`src/rtl/gpio_wr_pkg.sv`:
```
package gpio_wr_pkg;
   function automatic int unsigned lane_count(input int unsigned width);
      return width / 8;
   endfunction

   function automatic int unsigned lane_shift(input int unsigned width);
      return (width / 8 > 1) ? $clog2(width / 8) : 0;
   endfunction
endpackage

```
`src/rtl/gpio_wr_decode.sv`:
```
module gpio_wr_decode #(
   parameter int ADDR_W = 8,
   parameter int SHIFT  = 1
) (
   input  logic              wr,
   input  logic [ADDR_W-1:0] addr,
   output logic              hit
);
   logic idx_zero;

   generate
      if (SHIFT == 0) begin : g_no_shift
         assign idx_zero = (addr == '0);
      end else begin : g_shift
         logic [SHIFT-1:0] unused_offset;
         assign unused_offset = addr[SHIFT-1:0];
         assign idx_zero = (addr[ADDR_W-1:SHIFT] == '0);
      end
   endgenerate

   assign hit = wr & idx_zero;
endmodule

```
`src/rtl/gpio_wr_lanes.sv`:
```
module gpio_wr_lanes #(
   parameter int DATA_W = 16,
   parameter int LANES  = 2
) (
   input  logic              hit,
   input  logic [LANES-1:0]  be,
   input  logic [DATA_W-1:0] wdata,
   input  logic [DATA_W-1:0] cur,
   output logic [DATA_W-1:0] nxt
);
   for (genvar i = 0; i < LANES; i++) begin : g_lane
      assign nxt[8*i +: 8] = (hit && be[i]) ? wdata[8*i +: 8] : cur[8*i +: 8];
   end
endmodule

```
`src/rtl/gpio_wr_slave.sv`:
```
module gpio_wr_slave
   import gpio_wr_pkg::*;
#(
   parameter int DATA_W = 16,
   parameter int ADDR_W = 8
) (
   input  logic                   clk,
   input  logic                   rst,
   input  logic [ADDR_W-1:0]      bus_addr,
   input  logic                   bus_wr,
   input  logic [DATA_W-1:0]      bus_wdata,
   input  logic [DATA_W/8-1:0]    bus_be,
   input  logic                   bus_xfer_start,
   output logic [DATA_W-1:0]      pins_out
);
   localparam int LANES = lane_count(DATA_W);
   localparam int SHIFT = lane_shift(DATA_W);

   if (DATA_W < 8 || DATA_W % 8 != 0)
      $error("DATA_W must be a positive multiple of 8");
   if ((LANES & (LANES - 1)) != 0)
      $error("DATA_W/8 must be a power of two");
   if (ADDR_W <= SHIFT)
      $error("ADDR_W must exceed the lane shift");

   logic              hit;
   logic [DATA_W-1:0] q, d;
   logic              unused_xfer_start;

   assign unused_xfer_start = bus_xfer_start;

   gpio_wr_decode #(.ADDR_W(ADDR_W), .SHIFT(SHIFT)) u_decode (
      .wr  (bus_wr),
      .addr(bus_addr),
      .hit (hit)
   );

   gpio_wr_lanes #(.DATA_W(DATA_W), .LANES(LANES)) u_lanes (
      .hit  (hit),
      .be   (bus_be),
      .wdata(bus_wdata),
      .cur  (q),
      .nxt  (d)
   );

   always_ff @(posedge clk) begin
      if (rst) q <= '0;
      else     q <= d;
   end

   assign pins_out = q;
endmodule

```
`config.mk`:
```
export PLATFORM = sky130hd
export DESIGN_NAME = gpio_wr_slave
export DESIGN_NICKNAME = d
export VERILOG_FILES = /design/src/rtl/gpio_wr_pkg.sv /design/src/rtl/gpio_wr_decode.sv /design/src/rtl/gpio_wr_lanes.sv /design/src/rtl/gpio_wr_slave.sv
export SDC_FILE = /design/constraint.sdc
export NUM_CORES = 1
export LEC_CHECK = 0
export BUFFER_PORTS_ARGS = -buffer_cell sky130_fd_sc_hd__buf_2
export CORE_AREA = 2 2 47 49
export CTS_BUF_LIST = sky130_fd_sc_hd__clkbuf_4 sky130_fd_sc_hd__clkbuf_8 sky130_fd_sc_hd__clkbuf_16
export CTS_CLUSTER_DIAMETER = 120
export CTS_CLUSTER_SIZE = 16
export DETAILED_ROUTE_END_ITERATION = 8
export DIE_AREA = 0 0 49 51
export PLACE_DENSITY = 0.76
export SYNTH_ARGS = -nofsm -noshare
export SYNTH_HDL_FRONTEND = slang
export SYNTH_SLANG_ARGS = --single-unit
```
`constraint.sdc`:
```
create_clock -name clk -period 1.9 [get_ports clk]
set_input_delay 0.38 -clock clk [delete_from_list [all_inputs] [get_ports clk]]
set_output_delay 0.38 -clock clk [all_outputs]
set_load 0.02 [all_outputs]
```
==> metrics.cfg, run 1 <==
[sta]
period_share = 0.745
tns_ns = 0
slew_headroom = 0.766
finalHoldViolations = 0
setup_violations = 0
fin_crit_ns = 1.42
fmax_ghz = 0.706
worstMarginPinSlew_ns = 0.350
worst_clock_skew_ns = 0
grt_setup_unrepaired = no
setup_ws_ns = 0.484
maxSlewViolCount = 0

[final_layout]
fin_area_sq_um = 1060
diodes = 0
final_cell_mix = 43 x buf_2, 32 x nand2b_1, 16 x mux2i_1, 16 x dfxtp_1, 3 x clkbuf_4
largest_register_ffs = 16
final_nets = 150
layout-drive-gt1-share = 0.458
area_growth_syn_to_layout_pct = 35.2
mostFrequentLayoutCell = buf_2
fin_util = 0.514

[synthesis]
synth_nets = 103
seq_area_frac_synth = 0.408
ys_warn_count = 0
synth_cell_type_count = 8
syn_area_sq_um = 785
synth-seq-cells = 16
synthCells = 73
avgSynthCellArea_sq_um = 10.7

[floorplanning]
die_w_um = 49
die_area_sq_um = 2500
start_util = 0.380
die_y_um = 51
rows = 17
ios = 46
core_sq_um = 2060

[setup_path]
slowest_delay_ns = 0.56
path_class = input pin to flop
startpoint_type = input pin
critical_path.max_fanout = 8
crit_required_ns = 2.10
cp_cell_sequence = buf_2, or4_4, nor3_4, buf_4, mux2i_1
crit_family = simple AND/OR/NAND/NOR gates
slowest_stage = or4_4
arrival_ns = 1.62
crit_buf_inv = 2
setup.worst_path.end_class = flop

[power]
p_total_mw = 0.565
ir_drop_uv = 510
cellPowerDensity_nw_per_um2 = 532
p_leak_nw = 0.486

[routing]
drt_iter0_drc = 5
wl_per_cell_um = 10.1
drt_drc_violations_left = 0
ant_nets = 0
vias_per_cell = 4.42
finalWirelength_um = 1480
dr.pass1.iters = 3
vias = 645

[placed_design]
place_ws_ns = 0.182
dpl_cell_area_sq_um = 1040
routabilityCongestion = 0.615
port_buffers = 43

[hold_path]
hold_class = input pin to flop

[global_route]
antenna_found_initial = 0
grt_use_total = 0.141
grt_pass1_wl_um = 2730
grt_pass1_vias = 647
grt_max_degree = 33
grt_overflow = 0

[clock_network]
cts_inserted_buffers = 3
cts_tree = yes
path_clk_slew_ns = 0.08
clock-sinks = 16
hold_buffers = 0
cts-htree-levels = 1
clkLatencyLatePin_ns = 0.27
clockRootBuffer = clkbuf_4
cts-resized-gates = 0
post-cts-setup-buffers = 0
clk_path_buf_depth = 2

[outcome]
outcome = finished clean

[run]
maxCapViolCount = 0

per-layer routing:
| layer | global-route usage | vias to the layer above | wire length, um |
|---|---|---|---|
| met4 | 0.0381 | 0 | 13 |
| met3 | 0.0468 | 4 | 81 |
| li1 | - | 330 | - |
| met2 | 0.251 | 25 | 727 |
| met1 | 0.161 | 286 | 658 |
| met5 | 0 | - | 0 |
power breakdown:
part | switching (mW) | internal [mW] | total (mW)
Clock | 0.0908 | 0.0733 | 0.164
Combinational | 0.0222 | 0.0430 | 0.0652
Sequential | 0.000198 | 0.335 | 0.336
through the flow:
stage                     cells  hold WS [ns]
after detailed placement    143         0.465
final                       146         0.355
after floorplan              73         0.535
after global routing        146         0.337
after CTS                   146         0.343
after global placement      143         0.455
Yosys cell counts:
| cell type | number | area (sq um) |
|---|---|---|
| nand2b_1 | 32 | 200 |
| dfxtp_1 | 16 | 320 |
| mux2i_1 | 16 | 160 |
| clkbuf_1 | 3 | 11.3 |
| bufinv_8 | 2 | 35.0 |
| nor3_4 | 2 | 32.5 |
| or4_4 | 1 | 11.3 |
| or4b_4 | 1 | 13.8 |
cell type report:
cell class | count | area [sq um]
Tap cell | 28 | 35.0
Timing Repair Buffer | 45 | 230
Fill cell | 221 | 1000
Clock buffer | 3 | 22.5
Sequential cell | 16 | 320
Inverter | 2 | 35.0
Multi-Input combinational cell | 52 | 418
final timing paths:
check / startpoint / slack (ns) / to / cells past startpoint
setup / recovery: bus_addr[4] / 0.48 / pins_out[9]$_SDFFE_PP0P_ / 5
setup reg to reg: pins_out[6]$_SDFFE_PP0P_ / 1.30 / pins_out[6]$_SDFFE_PP0P_ / 2
hold / removal: bus_wdata[13] / 0.35 / pins_out[13]$_SDFFE_PP0P_ / 3
hold reg to reg: pins_out[13]$_SDFFE_PP0P_ / 0.47 / pins_out[13]$_SDFFE_PP0P_ / 2
cells by family after synthesis:
| logic type | share of synthesized area |
|---|---|
| simple gates | 0.329 |
| mux | 0.204 |
| flops | 0.408 |
| buf+inv | 0.0590 |
tightest hold or removal path, delay by kind of cell:
family                 cells  cell delay [ns]
AND/OR/NAND/NOR            1             0.05
multiplexers               1             0.06
buffers and inverters      1             0.09
Power figures use the tool's default switching activity.
==> run 2, diff against run 1 <==
--- a/config.mk
+++ b/config.mk
@@ -6,13 +6,13 @@
 export NUM_CORES = 1
 export LEC_CHECK = 0
 export BUFFER_PORTS_ARGS = -buffer_cell sky130_fd_sc_hd__buf_2
-export CORE_AREA = 2 2 47 49
+export CORE_AREA = 2 2 49 51
 export CTS_BUF_LIST = sky130_fd_sc_hd__clkbuf_4 sky130_fd_sc_hd__clkbuf_8 sky130_fd_sc_hd__clkbuf_16
 export CTS_CLUSTER_DIAMETER = 120
 export CTS_CLUSTER_SIZE = 16
 export DETAILED_ROUTE_END_ITERATION = 8
-export DIE_AREA = 0 0 49 51
-export PLACE_DENSITY = 0.76
+export DIE_AREA = 0 0 51 53
+export PLACE_DENSITY = 0.73
 export SYNTH_ARGS = -nofsm -noshare
 export SYNTH_HDL_FRONTEND = slang
 export SYNTH_SLANG_ARGS = --single-unit
==> constraint.sdc (replaced) <==
create_clock -name clk -period 1.15 [get_ports clk]
set_input_delay 0.23 -clock clk [delete_from_list [all_inputs] [get_ports clk]]
set_output_delay 0.23 -clock clk [all_outputs]
set_load 0.02 [all_outputs]
==> run 2 against run 1 <==
Utilization up 0.35 points; via count grew 1.2%; worst hold slack got worse by 0.16 ns; final area rose by 4.8%; the flow now finishes with violations (setup timing); die area grew 8.2%; critical endpoint is now pins_out[15]$_SDFFE_PP0P_; power increased by 84%.
==> metrics.cfg, run 2 (same netlist as run 1, synthesis figures left out) <==
[outcome]
outcome = finished, violations left
violations = setup timing

[final_layout]
final_cell_mix = 41 x buf_2, 32 x nand2b_1, 16 x mux2i_1, 16 x dfxtp_1, 3 x clkbuf_4
area_growth_syn_to_layout_pct = 41.8
mostFrequentLayoutCell = buf_2
largest_register_ffs = 16
final_nets = 150
diodes = 0
layout-drive-gt1-share = 0.462
fin_util = 0.518

[setup_path]
cp-startpoint = bus_addr[4]
startpoint_type = input pin
slowest_stage = or4_4
arrival_ns = 1.43
endpoint = pins_out[15]$_SDFFE_PP0P_
crit_buf_inv = 2
timing.rr.start = pins_out[6]$_SDFFE_PP0P_
crit_family = simple AND/OR/NAND/NOR gates
critical_path.max_fanout = 8
setup.worst_path.end_class = flop
slowest_delay_ns = 0.57
cp_cell_sequence = buf_6, or4_4, nor3_4, buf_12, mux2i_1
ff2ff_setup_slack_ns = 0.55
rr_worst_depth = 2
timing.rr.end = pins_out[6]$_SDFFE_PP0P_
cp_num_cells = 5
crit_required_ns = 1.36
path_class = input pin to flop

[global_route]
antenna_found_initial = 0
grt_use_total = 0.131
grt_pass1_wl_um = 2630
grt_max_degree = 33
grt_pass1_vias = 630
grt_overflow = 0

[clock_network]
post-cts-setup-buffers = 0
cts_tree = yes
hold_buffers = 0
clkLatencyLatePin_ns = 0.28
cts-htree-levels = 1
clock-sinks = 16
clk_path_buf_depth = 2
cts_inserted_buffers = 3
path_clk_slew_ns = 0.10
clockRootBuffer = clkbuf_4

[routing]
dr.pass1.iters = 2
drt_drc_violations_left = 0
vias = 653
vias_per_cell = 4.44
ant_nets = 0
drt_iter0_drc = 2
wl_per_cell_um = 11.0
finalWirelength_um = 1620

[power]
internal-power_mw = 0.822
p_leak_nw = 0.502
p_total_mw = 1.04
clkPwrFrac = 0.356
ir_drop_uv = 561
cellPowerDensity_nw_per_um2 = 933
p_switching_mw = 0.216
p_comb_frac = 0.109
p_sw_frac = 0.208
seqPwrFrac = 0.534

[sta]
period_share = 1.06
fmax_ghz = 0.820
fin_crit_ns = 1.22
setup_ws_ns = -0.0699
worstMarginPinSlew_ns = 0.357
maxSlewViolCount = 0
hold_slack_ns = 0.191
worst_clock_skew_ns = 0
slew_headroom = 0.762
finalHoldViolations = 0
grt_setup_unrepaired = yes
setup_violations = 16

[floorplanning]
ios = 46
start_util = 0.365
rows = 17
die_y_um = 53
die_w_um = 51
core_sq_um = 2150
die_area_sq_um = 2700

[hold_path]
hold_class = input pin to flop

[run]
maxCapViolCount = 0

[placed_design]
place_ws_ns = -0.389
routabilityCongestion = 0.626
port_buffers = 43

==> run 2: power by group through the flow <==
| stage | clock, mW | sequential, mW | combinational (mW) |
|---|---|---|---|
| after CTS | 0.385 | 0.555 | 0.113 |
| final | 0.370 | 0.555 | 0.114 |
| after detailed placement | 0 | 0.568 | 0.111 |
| after global routing | 0.416 | 0.555 | 0.126 |
| after global placement | 0 | 0.567 | 0.107 |
| after floorplan | 0 | 0.568 | 0.0585 |
==> run 2: timing repair <==
action                     in CTS  in global routing
setup endpoints to repair      16                 16
resized for setup               1                  1
cloned                          0                  0
==> run 2: worst min-delay path by stage <==
| stage | startpoint | depth (start not counted) | slack [ns] | end |
|---|---|---|---|---|
| after floorplan | bus_wdata[11] | 2 | 0.38 | pins_out[11]$_SDFFE_PP0P_ |
| after global placement | pins_out[9]$_SDFFE_PP0P_ | 2 | 0.46 | pins_out[9]$_SDFFE_PP0P_ |
| after detailed placement | pins_out[5]$_SDFFE_PP0P_ | 2 | 0.46 | pins_out[5]$_SDFFE_PP0P_ |
| after CTS | bus_wdata[3] | 3 | 0.19 | pins_out[3]$_SDFFE_PP0P_ |
| after global routing | bus_wdata[3] | 3 | 0.19 | pins_out[3]$_SDFFE_PP0P_ |
| final | bus_wdata[3] | 3 | 0.19 | pins_out[3]$_SDFFE_PP0P_ |
==> run 2: through the flow <==
step,cell area (sq um),setup TNS [ns],std cells
3_5_place_dp,1060,-6.01,143
5_1_grt,1110,-1.46,147
3_3_place_gp,1060,-5.65,143
6_report,1110,-0.953,147
2_1_floorplan,785,-5.20,73
4_1_cts,1110,-1.02,147
==> run 2: cell type report <==
type / count / area, sq um
fill: 202 / 1040
inverter: 2 / 35.0
clock buffer: 4 / 36.3
multi-input combinational: 52 / 418
timing repair buffer: 45 / 268
sequential: 16 / 320
tap: 28 / 35.0
==> run 2: per-layer routing <==
layer	global-route usage	vias up	wire, um
met5	0	-	0
met4	0.0586	0	25
met2	0.229	29	788
met3	0.0424	2	135
li1	-	329	-
met1	0.145	293	665
==> run 2: worst register-to-register path, cell delays in order, from the launching register on <==
cell and delay, ns:
dfxtp_1 0.36, nand2b_1 0.07, mux2i_1 0.12
